<file path="src/rtl/pwm_pkg.sv">
package pwm_pkg;
  localparam int FIELD_W = 16;
  localparam int DATA_W  = 32;
  localparam int EN_BIT  = 31;
  localparam int UPD_BIT = 30;
  localparam int PAD_W   = DATA_W - 2 - FIELD_W;
  localparam logic [FIELD_W-1:0] STOP_DIV = 16'd1;
  localparam logic [FIELD_W-1:0] STOP_PRE = 16'd0;

  typedef struct packed {
    logic [FIELD_W-1:0] hi;
    logic [FIELD_W-1:0] div;
    logic [FIELD_W-1:0] pre;
  } pwm_cfg_t;
endpackage

</file>
<file path="src/rtl/pwm_counter.sv">
module pwm_counter
  import pwm_pkg::*;
(
  input  logic               clk_i,
  input  logic               rst_ni,
  input  logic               run_i,
  input  logic               load_i,
  input  logic [FIELD_W-1:0] pre_i,
  input  logic [FIELD_W-1:0] div_i,
  output logic [FIELD_W-1:0] per_cnt_o,
  output logic               period_end_o
);
  logic [FIELD_W-1:0] pre_cnt_q, per_cnt_q;
  logic               tick;

  assign tick         = (pre_cnt_q == pre_i);
  assign period_end_o = run_i && tick && (per_cnt_q == div_i);
  assign per_cnt_o    = per_cnt_q;

  always_ff @(posedge clk_i or negedge rst_ni) begin
    if (!rst_ni) begin
      pre_cnt_q <= '0;
      per_cnt_q <= '0;
    end else if (load_i || !run_i) begin
      pre_cnt_q <= '0;
      per_cnt_q <= '0;
    end else begin
      pre_cnt_q <= tick ? '0 : pre_cnt_q + 1'b1;
      if (tick) per_cnt_q <= (per_cnt_q == div_i) ? '0 : per_cnt_q + 1'b1;
    end
  end
endmodule

</file>
<file path="src/rtl/pwm_chan.sv">
module pwm_chan
  import pwm_pkg::*;
(
  input  logic              clk_i,
  input  logic              rst_ni,
  input  logic              wr_cfg_i,
  input  logic              wr_ctl_i,
  input  logic [DATA_W-1:0] wdata_i,
  output logic              pwm_o,
  output logic              run_o,
  output logic              pend_o,
  output logic [DATA_W-1:0] rd_cfg_o,
  output logic [DATA_W-1:0] rd_ctl_o
);
  pwm_cfg_t           sh_q, sh_n, sh_d, ac_q;
  logic               sh_en_q, en_n, pend_q, pend_n, run_q;
  logic               apply, stop, period_end;
  logic [FIELD_W-1:0] per_cnt;

  always_comb begin
    sh_n = sh_q;
    if (wr_cfg_i) begin
      sh_n.hi  = wdata_i[2*FIELD_W-1:FIELD_W];
      sh_n.div = wdata_i[FIELD_W-1:0];
    end
    if (wr_ctl_i) sh_n.pre = wdata_i[FIELD_W-1:0];
    en_n   = wr_ctl_i ? wdata_i[EN_BIT] : sh_en_q;
    pend_n = pend_q | (wr_ctl_i & wdata_i[UPD_BIT]);
    // idle channel applies at once, running one waits for the boundary
    apply  = pend_n && (!run_q || period_end);
    stop   = apply && run_q && !en_n;
    sh_d   = sh_n;
    if (stop) begin
      sh_d.pre = STOP_PRE;
      sh_d.div = STOP_DIV;
    end
  end

  always_ff @(posedge clk_i or negedge rst_ni) begin
    if (!rst_ni) begin
      sh_q    <= '0;
      ac_q    <= '0;
      sh_en_q <= 1'b0;
      pend_q  <= 1'b0;
      run_q   <= 1'b0;
    end else begin
      sh_q    <= sh_d;
      sh_en_q <= en_n;
      pend_q  <= apply ? 1'b0 : pend_n;
      if (apply) begin
        ac_q  <= sh_d;
        run_q <= en_n;
      end
    end
  end

  pwm_counter u_cnt (
    .clk_i       (clk_i),
    .rst_ni      (rst_ni),
    .run_i       (run_q),
    .load_i      (apply),
    .pre_i       (ac_q.pre),
    .div_i       (ac_q.div),
    .per_cnt_o   (per_cnt),
    .period_end_o(period_end)
  );

  assign pwm_o    = run_q && (per_cnt < ac_q.hi);
  assign run_o    = run_q;
  assign pend_o   = pend_q;
  assign rd_cfg_o = {sh_q.hi, sh_q.div};
  assign rd_ctl_o = {run_q, pend_q, {PAD_W{1'b0}}, sh_q.pre};
endmodule

</file>
<file path="src/rtl/pwm_ctrl.sv">
module pwm_ctrl
  import pwm_pkg::*;
#(
  parameter int NUM_CH = 4,
  parameter int ADDR_W = 4
) (
  input  logic              clk_i,
  input  logic              rst_ni,
  input  logic              we_i,
  input  logic [ADDR_W-1:0] addr_i,
  input  logic [DATA_W-1:0] wdata_i,
  output logic [DATA_W-1:0] rdata_o,
  output logic [NUM_CH-1:0] pwm_o
);
  localparam int NUM_WORDS = 2 * NUM_CH;

  logic [NUM_CH-1:0]             run_w, pend_w;
  logic [NUM_CH-1:0][DATA_W-1:0] rd_cfg, rd_ctl;

  for (genvar g = 0; g < NUM_CH; g++) begin : g_ch
    pwm_chan u_chan (
      .clk_i   (clk_i),
      .rst_ni  (rst_ni),
      .wr_cfg_i(we_i && (addr_i == ADDR_W'(2 * g))),
      .wr_ctl_i(we_i && (addr_i == ADDR_W'(2 * g + 1))),
      .wdata_i (wdata_i),
      .pwm_o   (pwm_o[g]),
      .run_o   (run_w[g]),
      .pend_o  (pend_w[g]),
      .rd_cfg_o(rd_cfg[g]),
      .rd_ctl_o(rd_ctl[g])
    );
  end

  always_comb begin
    rdata_o = '0;
    for (int i = 0; i < NUM_WORDS; i++) begin
      if (addr_i == ADDR_W'(i)) rdata_o = i[0] ? rd_ctl[i/2] : rd_cfg[i/2];
    end
  end
endmodule

</file>
<file path="config.mk">
export PLATFORM = sky130hd
export DESIGN_NAME = pwm_ctrl
export DESIGN_NICKNAME = d
export VERILOG_FILES = /design/src/rtl/pwm_pkg.sv /design/src/rtl/pwm_counter.sv /design/src/rtl/pwm_chan.sv /design/src/rtl/pwm_ctrl.sv
export SDC_FILE = /design/constraint.sdc
export NUM_CORES = 1
export LEC_CHECK = 0
export ABC_AREA = 1
export ABC_CLOCK_PERIOD_IN_PS = 2100
export BUFFER_PORTS_ARGS = -buffer_cell sky130_fd_sc_hd__buf_2
export CORE_MARGIN = 10
export CORE_UTILIZATION = 50
export CTS_CLUSTER_DIAMETER = 40
export DETAILED_ROUTE_END_ITERATION = 10
export GPL_ROUTABILITY_DRIVEN = 0
export HOLD_SLACK_MARGIN = 0.08
export PLACE_DENSITY = 0.66
export SYNTH_ARGS = -nofsm -noshare
export SYNTH_HDL_FRONTEND = slang
export SYNTH_SLANG_ARGS = --single-unit
</file>
<file path="constraint.sdc">
create_clock -name clk_i -period 2.1 [get_ports clk_i]
set_input_delay 0.105 -clock clk_i [delete_from_list [all_inputs] [get_ports clk_i]]
set_output_delay 0.105 -clock clk_i [all_outputs]
set_load 0.005 [all_outputs]
</file>
==> Implementation_results.wiki <==
{| class="wikitable"
! Metric !! Value
|-
| Outcome || finished, violations left
|-
| Violations in the final reports || setup timing
|-
| Number of cell rows || 87
|-
| Average footprint of a synthesized cell || 7.201 um^2
|-
| Top cell types by occurrence after synthesis || nand2_1, inv_1, dfrtp_1, nor2_1, nand3_1
|-
| Class of the tightest hold or removal check || in2reg
|-
| Maximum number of pins on one net before global-route repair || 102
|-
| Area added between synthesis and finish || 29.39%
|-
| Count of nets left with antenna violations after detail routing || 0
|-
| Number of buffers created by CTS || 93
|-
| Final Max Tran Viols || 0
|-
| Antenna fix cells || 0
|-
| F_max || around 420 MHz
|-
| CTS tree || yes
|-
| Synth Warn # || 0
|-
| Overall global routing resource usage || 26.52%
|-
| Maximum number of buffers from clock root to sink || 3
|-
| Number of detailed-routing iterations run before antenna repair || 9
|-
| HPWL after DPL || 62350 um
|-
| Most common flop cell mapped by yosys || dfrtp_1
|-
| Net count after synthesis || 4107
|-
| Post-synth cell types || 38
|-
| Highest metal layer used by the detailed router || met4
|-
| Area share of the leading cell type in the synthesized netlist || 45.52%
|-
| Die area || 0.06761 mm^2
|-
| WP data arrival || 2.29 ns
|-
| Routed wirelength normalized by instance count || around 18 um
|-
| Layout cells sized above 1 || about a fifth
|-
| Iteration-0 DRC count of the detailed router || 2864
|-
| Number of top-level design ports || 75
|-
| GRT Residual Overflow || 0
|-
| Max-Slew Margin vs Limit || 41.99%
|-
| Metal3 WL || 8021 um
|-
| Number of cells produced by synthesis || 4000
|-
| Kind of critical path || reg2out
|-
| Final setup viols || 22
|-
| FF+latch count, synth || between 500 and 600
|-
| Final total power || around 30 mW
|-
| Number of I/O port buffers || between 70 and 80
|-
| Clock sink total || 524
|-
| Final worst setup slack || -0.2926 ns
|-
| P per Cell Area || 812.5 mW/mm^2
|-
| RSZ-0062 raised after global routing || true
|-
| Setup Total Neg Slack || -1.507 ns
|-
| Ratio of routed vias to standard cells || 5.363
|-
| Total Nets Final || 4390
|-
| Global-route wire length before repair || 142200 um
|-
| Cell area after synthesis || slightly below 0.03 mm^2
|-
| Routed length on met1 || 40770 um
|-
| Placed cell count || 4828
|-
| Core region area || 0.05671 mm^2
|-
| Fin crit period || 2.393 ns
|-
| Actual slew at the worst max-slew pin || 0.8610 ns
|-
| Die extent in y || between 200 and 300 um
|-
| Post-CTS clock slew at the launch and capture registers of the worst setup and hold paths || 0.06 ns
|-
| Number of antenna violations at the first check in global routing || 0
|-
| Largest incremental delay on the critical path || 0.44 ns
|-
| Synth async-reset ratio || 100.0%
|-
| Critical Path RT || 2.00 ns
|-
| Count of flip-flops with a built-in enable after synthesis || 0
|-
| Vias in the first global route || 25510
|-
| Biggest area consumer among synthesized cells || dfrtp_1
|-
| Top-count cell post-synth || nand2_1
|-
| Total detailed-routing wirelength || just over 90000 um
|-
| Die extent in x || between 200 and 300 um
|-
| Largest cells by area after synthesis || dfrtp_1, nand2_1, inv_1
|-
| Cells traversed along the worst timing path || ha_1 -> nand2_1 -> inv_1 -> o21ai_1 -> nand3_2 -> nor3_4 -> buf_2
|-
| Number of max-cap violations || 0
|-
| Drc violations || 0
|-
| Count of placed standard cells in the final layout, fillers left out || 5115
|-
| Endpoint kind of the worst setup timing path || primary output
|-
| Crit share post-route || 113.9%
|-
| Proportion of synthesized chip area in sequential cells || 45.52%
|-
| Clock Skews || around 0.052 ns
|-
| Clk Tree Root Cell || clkbuf_16
|-
| Leakage power || approximately 19 nW
|-
| Count of final hold-check violations || 0
|-
| Crit-path slowest cell || dfrtp_2
|-
| Total number of vias || 27430
|-
| Initial Util || 50.79%
|-
| Type of origin of the critical path || register
|-
| Largest fanout on the critical path || 5
|-
| Deepest level of the CTS H-tree || 3
|-
| Maximum resistive drop on vdd || 0.0007321 V
|-
| Met2 wire len || 41760 um
|-
| Later-pin clock latency in the skew report || about 0.66 ns
|}
-- kinds of logic (layout without fill, tap and decap cells) --
family | after synthesis | count (layout) | synth area share, %
buf+inv | 736 | 1095 | 9.873
fa+ha+maj | 68 | 68 | 2.954
xor+xnor | 96 | 96 | 2.919
compound gates | 357 | 357 | 6.494
simple gates | 2219 | 2219 | 32.24
flops | 524 | 524 | 45.52
-- path summary, 6_finish.rpt --
check,startpoint,end,slack (ns),cells after the start
worst max-delay path,g_ch[3].u_chan.u_cnt.per_cnt_o[13],pwm_o[3],-0.29,7
worst min-delay path,wdata_i[6],g_ch[3].u_chan.rd_ctl_o[6],0.13,6
max in group asynchronous,rst_ni,g_ch[3].u_chan.u_cnt.per_cnt_o[2],0.84,4
min in group asynchronous,rst_ni,g_ch[1].u_chan.rd_ctl_o[4],0.62,4
worst max register to register,g_ch[3].u_chan.u_cnt.per_cnt_o[10],g_ch[3].u_chan.ac_q[45],-0.04,15
worst min register to register,g_ch[2].u_chan.ac_q[36],g_ch[2].u_chan.ac_q[36],0.47,2
-- critical path: cells and delay by family (launching register included) --
kind            cells  cell delay (ns)
simple gates        3             0.45
flops               1             0.44
fa+ha+maj           1             0.33
buf+inv             2             0.21
compound gates      1             0.21
-- area by class of cell --
type                            count  area [um^2]
Timing Repair Buffer              368         3542
Fill cell                        4711        19440
Clock inverter                     65        814.5
Sequential cell                   524        13150
Inverter                          556         2095
Clock buffer                      106         2446
Multi-Input combinational cell   2740        14280
Tap cell                          756        945.9
-- registers in the layout, indices dropped and copies added (netlist names) --
signal                       count
g_ch.u_chan.pend_o               4
g_ch.u_chan.rd_cfg_o           128
g_ch.u_chan.sh_en_q              4
g_ch.u_chan.u_cnt.per_cnt_o     64
g_ch.u_chan.rd_ctl_o            64
g_ch.u_chan.run_o                4
g_ch.u_chan.ac_q               192
g_ch.u_chan.u_cnt.pre_cnt_q     64
-- per-stage QoR --
stage	setup slack (ns)	hold WS, ns	utilization, %	cell area, um^2
6_report	-0.2926	0.1290	65.72	37270
2_1_floorplan	0.1937	-0.1906	-	28810
3_3_place_gp	-0.1125	0.02453	54.94	31160
5_1_grt	-0.3699	0.1721	65.72	37270
4_1_cts	-0.2684	0.09401	62.86	35650
3_5_place_dp	-0.1217	0.02343	54.94	31160
-- layer usage --
layer  track usage [%]  vias up
met3             5.782      187
li1                  -    13190
met4             8.868        0
met2             40.21     1144
met5                 0        -
met1             37.00    12910
-- cells in the final DEF, fill, tap and decap left out, types with 7 or more instances in the layout --
master            n
buf_6            31
nand4_1         176
inv_6            13
a21oi_4           7
nand3_1         234
buf_4           180
o211ai_1          9
bufinv_16        10
ha_1             42
o21ai_1          28
nor3_1           51
nand2_1        1296
inv_2            32
clkbuf_8          7
dlygate4sd3_1    26
clkbuf_16       107
o21ai_2          20
clkinv_4         12
a21oi_1          15
nand2_4          21
o21ai_0         213
ha_4             26
nor2_4            8
buf_12           39
buf_2            72
a21oi_2          47
nand3_2          46
clkinv_2         11
dfrtp_1         494
dfrtp_2          30
nand2_2          76
inv_1           520
o21ai_4           7
nor2_2           22
clkinvlp_4       11
nor2_1          275
xor2_1           92
-- where the power goes --
part | switching [mW] | total [mW] | internal (mW) | leakage [nW]
sequential | 0.567 | 11.5 | 10.9 | 6.90
combinational | 2.19 | 3.15 | 0.965 | 11.0
clock | 5.85 | 15.7 | 9.80 | 1.58
-- what timing repair did --
| action | in CTS | in global routing |
|---|---|---|
| cloned | 0 | 17 |
| pin swaps | 63 | 99 |
| buffers inserted | 47 | 38 |
| gates resized for setup | 159 | 288 |
| hold endpoints to repair | 616 | 0 |
| setup endpoints to repair | 22 | 424 |
| hold buffers | 27 | 0 |
(Power assumes the default switching activity.)
